--- config.mk ---
export PLATFORM = sky130hd
export DESIGN_NAME = ppm_cmd_decoder
export DESIGN_NICKNAME = d
export VERILOG_FILES = /design/src/rtl/ppm_cmd_decoder.sv
export SDC_FILE = /design/constraint.sdc
export NUM_CORES = 1
export LEC_CHECK = 0
export BUFFER_PORTS_ARGS = -buffer_cell sky130_fd_sc_hd__buf_2
export CAP_MARGIN = 10
export CORE_ASPECT_RATIO = 0.7
export CORE_MARGIN = 3
export CORE_UTILIZATION = 25
export DETAILED_ROUTE_END_ITERATION = 10
export PLACE_DENSITY = 0.49
export SLEW_MARGIN = 20
export SYNTH_ARGS = -nofsm -noshare
export SYNTH_HDL_FRONTEND = slang
export SYNTH_SLANG_ARGS = --single-unit
--- constraint.sdc ---
create_clock -name clk -period 4.4 [get_ports clk]
set_input_delay 0.22 -clock clk [delete_from_list [all_inputs] [get_ports clk]]
set_output_delay 0.22 -clock clk [all_outputs]
set_load 0.02 [all_outputs]
--- src/rtl/ppm_cmd_decoder.sv ---
module ppm_cmd_decoder #(
  parameter int QUIET_MIN = 8,
  parameter int MAX_BYTES = 32,
  parameter int PAR_W     = 32,
  parameter int WIDE_SPAN = 256
) (
  input  logic                                 clk,
  input  logic                                 rst_n,
  input  logic                                 smp_vld,
  input  logic [3:0]                           smp,
  output logic                                 byte_vld,
  output logic [7:0]                           byte_data,
  output logic [$clog2(MAX_BYTES+1)-1:0]       byte_count,
  output logic [PAR_W-1:0]                     par_acc,
  output logic                                 frame_done,
  output logic                                 frame_err
);
  localparam int QW = $clog2(QUIET_MIN + 1);
  localparam int SW = $clog2(WIDE_SPAN + 1);
  localparam int CW = $clog2(MAX_BYTES + 1);

  typedef enum logic [1:0] {IDLE, SOF, RX} st_t;

  st_t           st;
  logic [QW-1:0] quiet_cnt;
  logic [1:0]    sync_idx, first_idx;
  logic          half2;
  logic          wide;
  logic [SW-1:0] slot_cnt, drop_pos, slot_nxt, pos_now, span;
  logic [7:0]    shreg, pos_m1, new_byte;
  logic [1:0]    sym_cnt;
  logic          drop;

  always_comb begin
    if (smp[3])      first_idx = 2'd3;
    else if (smp[2]) first_idx = 2'd2;
    else if (smp[1]) first_idx = 2'd1;
    else             first_idx = 2'd0;
  end

  assign drop     = smp[sync_idx];
  assign slot_nxt = slot_cnt + 1'b1;
  assign pos_now  = drop ? slot_nxt : drop_pos;
  assign span     = (st == RX && wide) ? SW'(WIDE_SPAN) : SW'(4);
  assign pos_m1   = pos_now[7:0] - 8'd1;
  assign new_byte = wide ? pos_m1 : {pos_m1[1:0], shreg[7:2]};

  always_ff @(posedge clk) begin
    if (!rst_n) begin
      st         <= IDLE;
      quiet_cnt  <= '0;
      sync_idx   <= '0;
      half2      <= 1'b0;
      wide       <= 1'b0;
      slot_cnt   <= '0;
      drop_pos   <= '0;
      shreg      <= '0;
      sym_cnt    <= '0;
      byte_vld   <= 1'b0;
      byte_data  <= '0;
      byte_count <= '0;
      par_acc    <= '0;
      frame_done <= 1'b0;
      frame_err  <= 1'b0;
    end else begin
      byte_vld   <= 1'b0;
      frame_done <= 1'b0;
      frame_err  <= 1'b0;
      if (smp_vld) begin
        if (st == IDLE) begin
          if (|smp) begin
            quiet_cnt <= '0;
            if (quiet_cnt == QW'(QUIET_MIN)) begin
              st         <= SOF;
              sync_idx   <= first_idx;
              half2      <= 1'b1;
              wide       <= 1'b0;
              slot_cnt   <= '0;
              drop_pos   <= '0;
              shreg      <= '0;
              sym_cnt    <= '0;
              byte_count <= '0;
              par_acc    <= '0;
            end
          end else if (quiet_cnt != QW'(QUIET_MIN)) begin
            quiet_cnt <= quiet_cnt + 1'b1;
          end
        end else if (!half2) begin
          half2 <= 1'b1;
          if (drop) begin
            if (slot_cnt == SW'(1)) begin
              st <= IDLE;
              if (byte_count == '0) begin
                byte_vld   <= 1'b1;
                byte_data  <= 8'hF0;
                byte_count <= CW'(1);
                par_acc    <= PAR_W'(1);
              end else begin
                frame_done <= 1'b1;
              end
            end else if (st != SOF) begin
              st        <= IDLE;
              frame_err <= 1'b1;
            end
          end
        end else begin
          half2 <= 1'b0;
          if (drop && drop_pos != '0) begin
            st        <= IDLE;
            frame_err <= 1'b1;
          end else if (slot_nxt == span) begin
            slot_cnt <= '0;
            drop_pos <= '0;
            if (st == SOF) begin
              if (pos_now == SW'(4)) begin
                st   <= RX;
                wide <= 1'b1;
              end else if (pos_now == SW'(3)) begin
                st   <= RX;
                wide <= 1'b0;
              end else begin
                st        <= IDLE;
                frame_err <= 1'b1;
              end
            end else if (pos_now == '0) begin
              st        <= IDLE;
              frame_err <= 1'b1;
            end else begin
              if (!wide) begin
                shreg   <= (sym_cnt == 2'd3) ? 8'h00 : new_byte;
                sym_cnt <= sym_cnt + 1'b1;
              end
              if (wide || sym_cnt == 2'd3) begin
                byte_vld  <= 1'b1;
                byte_data <= new_byte;
                par_acc   <= {par_acc[PAR_W-2:0], ~^new_byte};
                if (byte_count != CW'(MAX_BYTES)) byte_count <= byte_count + 1'b1;
              end
            end
          end else begin
            slot_cnt <= slot_nxt;
            drop_pos <= pos_now;
          end
        end
      end
    end
  end


  par_bit_chk: assert property (@(posedge clk) disable iff (!rst_n)
    byte_vld |-> par_acc[0] == ~^byte_data);


  count_sat_chk: assert property (@(posedge clk) disable iff (!rst_n)
    byte_count <= CW'(MAX_BYTES));


  vld_ignore_chk: assert property (@(posedge clk) disable iff (!rst_n)
    !smp_vld |=> !byte_vld && !frame_done && !frame_err);


  done_idle_chk: assert property (@(posedge clk) disable iff (!rst_n)
    frame_done |-> st == IDLE && !frame_err && !byte_vld);


  quiet_gate_chk: assert property (@(posedge clk) disable iff (!rst_n)
    (st == IDLE && smp_vld && (|smp) && quiet_cnt < QW'(QUIET_MIN)) |=> st == IDLE);


  err_idle_chk: assert property (@(posedge clk) disable iff (!rst_n)
    frame_err |-> st == IDLE && !byte_vld);
endmodule

* Word-level counts from Yosys, hierarchy flattened
Index checks and enable logic that the tools add are counted.
Operators by class: $add $sub $neg 5, $lt $le $gt $ge 1, equality and inequality tests 30, muxes and demuxes 119, bitwise logic cells 5, reductions and logical operators 33
Operator list (number):
- $mux W32 | 12
- $mux W8 | 20
- $mux W9 | 12
- $mux W6 | 13
- $mux W2 | 24
- $mux W1 | 35
- $reduce_bool A2 Y1 | 7
- $ne A2 B1 Y1 const B | 6
- $ne A2 B2 Y1 const B | 6
- $reduce_and A12 Y1 | 1
- $reduce_bool A3 Y1 | 4
- $reduce_and A11 Y1 | 1
- $reduce_and A10 Y1 | 1
- $add A9 B1 Y9 const B | 1
- $eq A9 B1 Y1 const B | 1
- $eq A9 B2 Y1 const B | 1
- $eq A9 B3 Y1 const B | 1
- $eq A9 B9 Y1 | 1
- $logic_not A9 Y1 | 1
- $ne A3 B1 Y1 const B | 3
- $ne A3 B3 Y1 const B | 3
- $reduce_and A9 Y1 | 1
- $reduce_bool A9 Y1 | 1
- $mux W4 | 2
- other kinds (28) | 35
Word-level totals: register bits after elaboration 87, input port bits 7, output and inout bits 49, logic and storage cells 208

* Logic depth before layout (Yosys ltp)
depth after elaboration 13, depth in mapped cells 16, mapped depth without buffers 13

* Worst setup path before layout
No wires, ideal clock.
path kind register to register, start point register sync_idx[0], end point register par_acc[0], setup time 0.118 ns, arrival 3.302 ns, data required time 4.282 ns, setup slack 0.980 ns, cell stages (with the launch flop) 15, buffers on the path 3, period minus slack after synthesis 3.420 ns, cells stage by stage dfxtp_1 -> mux4_2 -> buf_6 -> buf_6 -> clkbuf_1 -> a21oi_1 -> inv_1 -> ha_1 -> xnor2_1 -> mux2i_4 -> xnor3_1 -> xnor2_1 -> xnor3_1 -> o21ai_1 -> a21boi_1
Between the ends: cells in the longest elaborated chain, start to end 13, elaborated cells on any way between the ends 19, those cells by class 1 x add/sub; 2 x eq/ne; 11 x mux; 5 x reduce/logical
Ends and longest elaborated chain:
- start: declaration | line 26 | logic [1:0] sync_idx, first_idx;
- start signal: assignment | line 75 | sync_idx <= first_idx;
- $bmux W1 S2 * | line 41 | assign drop = smp[sync_idx];
- $mux W1 (implied by the code) * | line 41
- $mux W9 | line 43 | assign pos_now = drop ? slot_nxt : drop_pos;
- $sub A8 B1 Y8 | line 45 | assign pos_m1 = pos_now[7:0] - 8'd1;
- $mux W8 | line 46 | assign new_byte = wide ? pos_m1 : {pos_m1[1:0], shreg[7:2]};
- $reduce_xnor A8 Y1 | line 136 | par_acc <= {par_acc[PAR_W-2:0], ~^new_byte};
- $mux W32 | line 133 | if (wide || sym_cnt == 2'd3) begin
- $mux W32 | line 125 | end else if (pos_now == '0) begin
- $mux W32 | line 114 | if (st == SOF) begin
- $mux W32 | line 111 | end else if (slot_nxt == span) begin
- $mux W32 | line 108 | if (drop && drop_pos != '0) begin
- $mux W32 | line 88 | end else if (!half2) begin
- $mux W32 | line 70 | if (st == IDLE) begin
- end signal: assignment | line 136
- end: declaration | line 14 | output logic [PAR_W-1:0] par_acc,
Every way passes the cells marked *; elsewhere a longest branch is shown, timed or not. The select of a mux whose other input is x is not followed. A chain may end at the register's enable or synchronous reset.

* Worst setup path after layout
start point register slot_cnt[0], end point register par_acc[0]
Between the ends: cells in the longest elaborated chain, start to end 12, elaborated cells on any way between the ends 19, those cells by class 2 x add/sub; 4 x eq/ne; 9 x mux; 4 x reduce/logical
Ends and longest elaborated chain:
- start: declaration | line 29 | logic [SW-1:0] slot_cnt, drop_pos, slot_nxt, pos_now, span;
- start signal: assignment | line 141 | slot_cnt <= slot_nxt;
- $add A9 B1 Y9 | line 42 | assign slot_nxt = slot_cnt + 1'b1;
- $mux W9 | line 43
- $sub A8 B1 Y8 | line 45
- $mux W8 | line 46
- $reduce_xnor A8 Y1 | line 136
- $mux W32 | line 133
- $mux W32 | line 125
- $mux W32 | line 114
- $mux W32 | line 111
- $mux W32 | line 108
- $mux W32 | line 88
- $mux W32 | line 70
Parallel ways exist; a longest one is shown, timed or not. The select of a mux whose other input is x is not followed.

==> out/results.env <==
MAXCAPVIOLCOUNT=0
LARGEST_INCREMENTAL_DELAY_ON_THE_CRITICAL_PATH_NS=0.65
GROUTE.USAGE.OVERALL=0.125
WORSTSETUPPATHDEPTH=10
YOSYS_MOST_USED_DFF='dfxtp_1'
GRT.OVERFLOW.TOTAL=0
POST_ROUTE_CELLS_DRIVE_ABOVE_1_SHARE=0.173
SYN-CELL-AREA_MM2=0.00469
AREA_GROWTH_PCT=14.9
POWER.SWITCHING_FRACTION=0.241
SLEW_VIOLATIONS=0
COREAREA_MM2=0.0182
CLOCK_PATH_BUFFERS=2
YOSYS.CELL_COUNT.TOP_TYPE='dfxtp_1'
SYNTH_ENABLE_FLOP_CELLS=0
TIMING.CRITICAL_PATH.FANOUT_MAX=11
MIN_PERIOD_NS=3.69
SYNTH_AREA_PER_CELL_UM2=8.45
DRC=0
SETUP.WORST_PATH.CLASS='reg2reg'
ASYNC_RESET_FF_FRAC=0
TRITONCTS='built'
VIAS=4110
FLOORPLAN.DIE_AREA_MM2=0.0205
GRT_PASS1_VIAS=3929
FINALCRITPERIODSHARE=0.839
ANTENNA_FOUND_INITIAL=0
CLOCK-SINKS=85
PATH_CLK_SLEW_NS=0.07
WORST_HOLD_STARTPOINT='smp[3]'
SEQ_AREA_FRAC_SYNTH=0.363
TIMING.HOLD.WORST.CLASS='in2reg'
FILLER_CELL_COUNT=1934
NETLIST_TOP_CELLS_AREA='dfxtp_1, nand2_1, nor2b_1'
CHIPWIDTH_UM=170
SYNTH_TOP_CELL_BY_AREA='dfxtp_1'
MAX_CLOCK_FREQ_MHz=271
CRITICAL_PATH.CELL_CHAIN='ha_1 -> xor2_1 -> mux2i_1 -> xnor2_1 -> mux2i_4 -> xnor3_1 -> xnor2_1 -> xnor3_1 -> o21ai_1 -> a21boi_1'
POWER_SWITCHING_uW=376
SYNTH.LIB_CELLS_USED.DISTINCT=75
FLOORPLAN.DIE.HEIGHT_UM=121
ANTENNA_LEFT=0
SKEW_NS=0.0104
CP_DATA_REQUIRED_TIME_NS=4.64
REGTOREGENDPOINT='par_acc[0]'
WORSTSKEWPAIRLATENCY_NS=0.35
LARGEST_NET_DEGREE_AT_THE_START_OF_GLOBAL_ROUTING=50
FINALWEIGHTEDCONGESTION=0.803
SETUP_TNS_NS=0
CELLPOWERDENSITY_mW_PER_MM2=289
POST_DRT_WL_PER_CELL_UM=15.2
SYNTH_SEQ_CELLS=85
CRIT_ARRIVAL_NS=3.93
DPL-INSTANCE-AREA_MM2=0.00511
CRITICAL_PATH.STARTPOINT_TYPE='register'
NETS=607
PLACE.PORT_BUFFERS=55
SYN-NUM-NETS=571
RRSETUPSLACK_NS=0.71
P_LEAK_uW=0.00195
SEQ_POWER_SHARE=0.494
FINALSETUPVIOLATIONS=0
FINAL-HOLD-VIOLATION-COUNT=0
INTPOWER_uW=1180
PWR-SHARE-CLK=0.463
FLOORPLAN.INITIALDENSITY=0.258
MAXSLEWHEADROOM=0.408
YOSYSWARNINGS=0
CTSROOTBUFFERMASTER='clkbuf_16'
I_O_PIN_COUNT=56
COMBINATIONALPOWERSHARE=0.043
POST_CTS_BUFFERS=0
R2R_START='slot_cnt[0]'
FIRST_PASS_GRT_WIRE_LENGTH_UM=20800
SYNTH_TOP_AREA_FRAC=0.363
WORSTSETUPSTARTPOINT='slot_cnt[0]'
CPMAXSTAGEDELAYCELL='xor2_1'
CTS_MADE_BUFFERS=9
SYNTH_TOP_CELLS_BY_COUNT='dfxtp_1, nand2_1, nor2_1, nor2b_1, a21oi_1'
POSTSYNTHCELLCOUNT=555
PLACEMENT_ROWS=41
IRDROPWORSTVDD_mV=0.127
ENDPOINT='par_acc[0]'
STATUS='completed'
CRIT_BUF_INV=0
POST_CTS_HOLD_BUFFER_COUNT=0
TIMING.CRITICAL_PATH.TO_TYPE='register'
VIASPERCELL=4.94
DRTITER0DRC=348
TOTALWIRELENGTH_UM=12700
DP_HPWL_UM=9210
MAX_SLEW.WORST_PIN.SLEW_NS=0.884
AREA_OF_ALL_PLACED_CELLS_WITHOUT_FILLERS_MM2=0.00539
WORST_PATH_DOMINANT_CELL_FAMILY='XOR/XNOR gates'
DETAIL_ROUTE.FIRST_PASS.ITERATIONS=5
R2R.WORST_PATH.CELLS=10
HTREEDEPTH=3
DIODES=0
POSTLAYOUTCOREUTIL=0.296
RSZ0062_AT_GRT='no'
FIN_TOTAL_PWR_uW=1560
CTS_RESIZED=0
cell families after synthesis:
group	Yosys count	share of synthesized area
and+or+nand+nor	239	0.262
adders and majority gates	9	0.0240
buffers and inverters	50	0.0518
xor gates and xnor gates	16	0.0358
AOI/OAI and AO/OA	143	0.229
muxes	13	0.0350
DFF	85	0.363
tightest hold or removal path: stages:
cell and delay [ns]:
buf_2 0.12, nor2_1 0.06, nand2_1 0.05, o211a_1 0.13
power groups by stage:
stage                     Sequential (uW)  Clock [uW]  Combinational [uW]
after global placement                787           0                66.5
after CTS                             769         743                66.9
after detailed placement              787           0                66.5
final                                 769         720                67.1
after floorplan                       787           0                50.8
after global routing                  769         772                73.8
area by class of cell:
class	instances	area, um2	share of cell area
timing repair buffer	59	305	0.0567
clock buffer	10	229	0.0425
sequential	85	1700	0.316
clock inverter	6	47.5	0.00883
multi-input combinational	420	2750	0.510
inverter	16	60.1	0.0111
tap	236	295	0.0548
cells in the final DEF, fill, tap and decap left out, drive strengths merged, types with 4 or more instances in the layout:
cell type and count:
inv 18, ha 9, nand3b 4, xnor2 5
a21boi 24, and2 8, nand3 25, a21oi 28
o21a 4, clkinvlp 4, a211oi 4, a31oi 9
nand2 83, nand2b 4, mux2 4, nor4 10
nor3 10, xor2 9, a22oi 19, nand4 6
mux2i 8, o211a 6, dfxtp 85, o21ai 25
nor2 37, o211ai 4, or3 10, nor2b 29
clkbuf 10, buf 59
metrics by stage:
stage	hold WS, ns	instances	setup slack, ns
final	0.258	832	0.708
after global routing	0.285	832	0.435
after CTS	0.252	832	0.707
after detailed placement	0.456	816	0.750
after global placement	0.438	816	0.736
after floorplan	0.426	555	0.980
state kept, by name (all words and copies together) (netlist names):
name,cells
slot_cnt,9
st,2
byte_vld,1
frame_done,1
wide,1
byte_count,6
drop_pos,9
frame_err,1
half2,1
byte_data,8
sync_idx,2
sym_cnt,2
shreg,6
quiet_cnt,4
par_acc,32
how the worst min path moves through the flow:
stage	endpoint	slack (ns)	depth (start not counted)
2_1_floorplan	shreg[5]	0.43	2
3_3_place_gp	shreg[6]	0.44	2
3_5_place_dp	shreg[6]	0.46	2
4_1_cts	sync_idx[0]	0.25	4
5_1_grt	sync_idx[1]	0.29	4
6_report	sync_idx[1]	0.26	4
metal layers:
layer	wire, um	vias up	GRT usage
li1	-	2054	-
met1	7000	1972	0.195
met2	5070	76	0.175
met3	518	8	0.0271
met4	74	0	0.0276
met5	0	-	0
No activity file was read; power rests on OpenSTA's default activity.
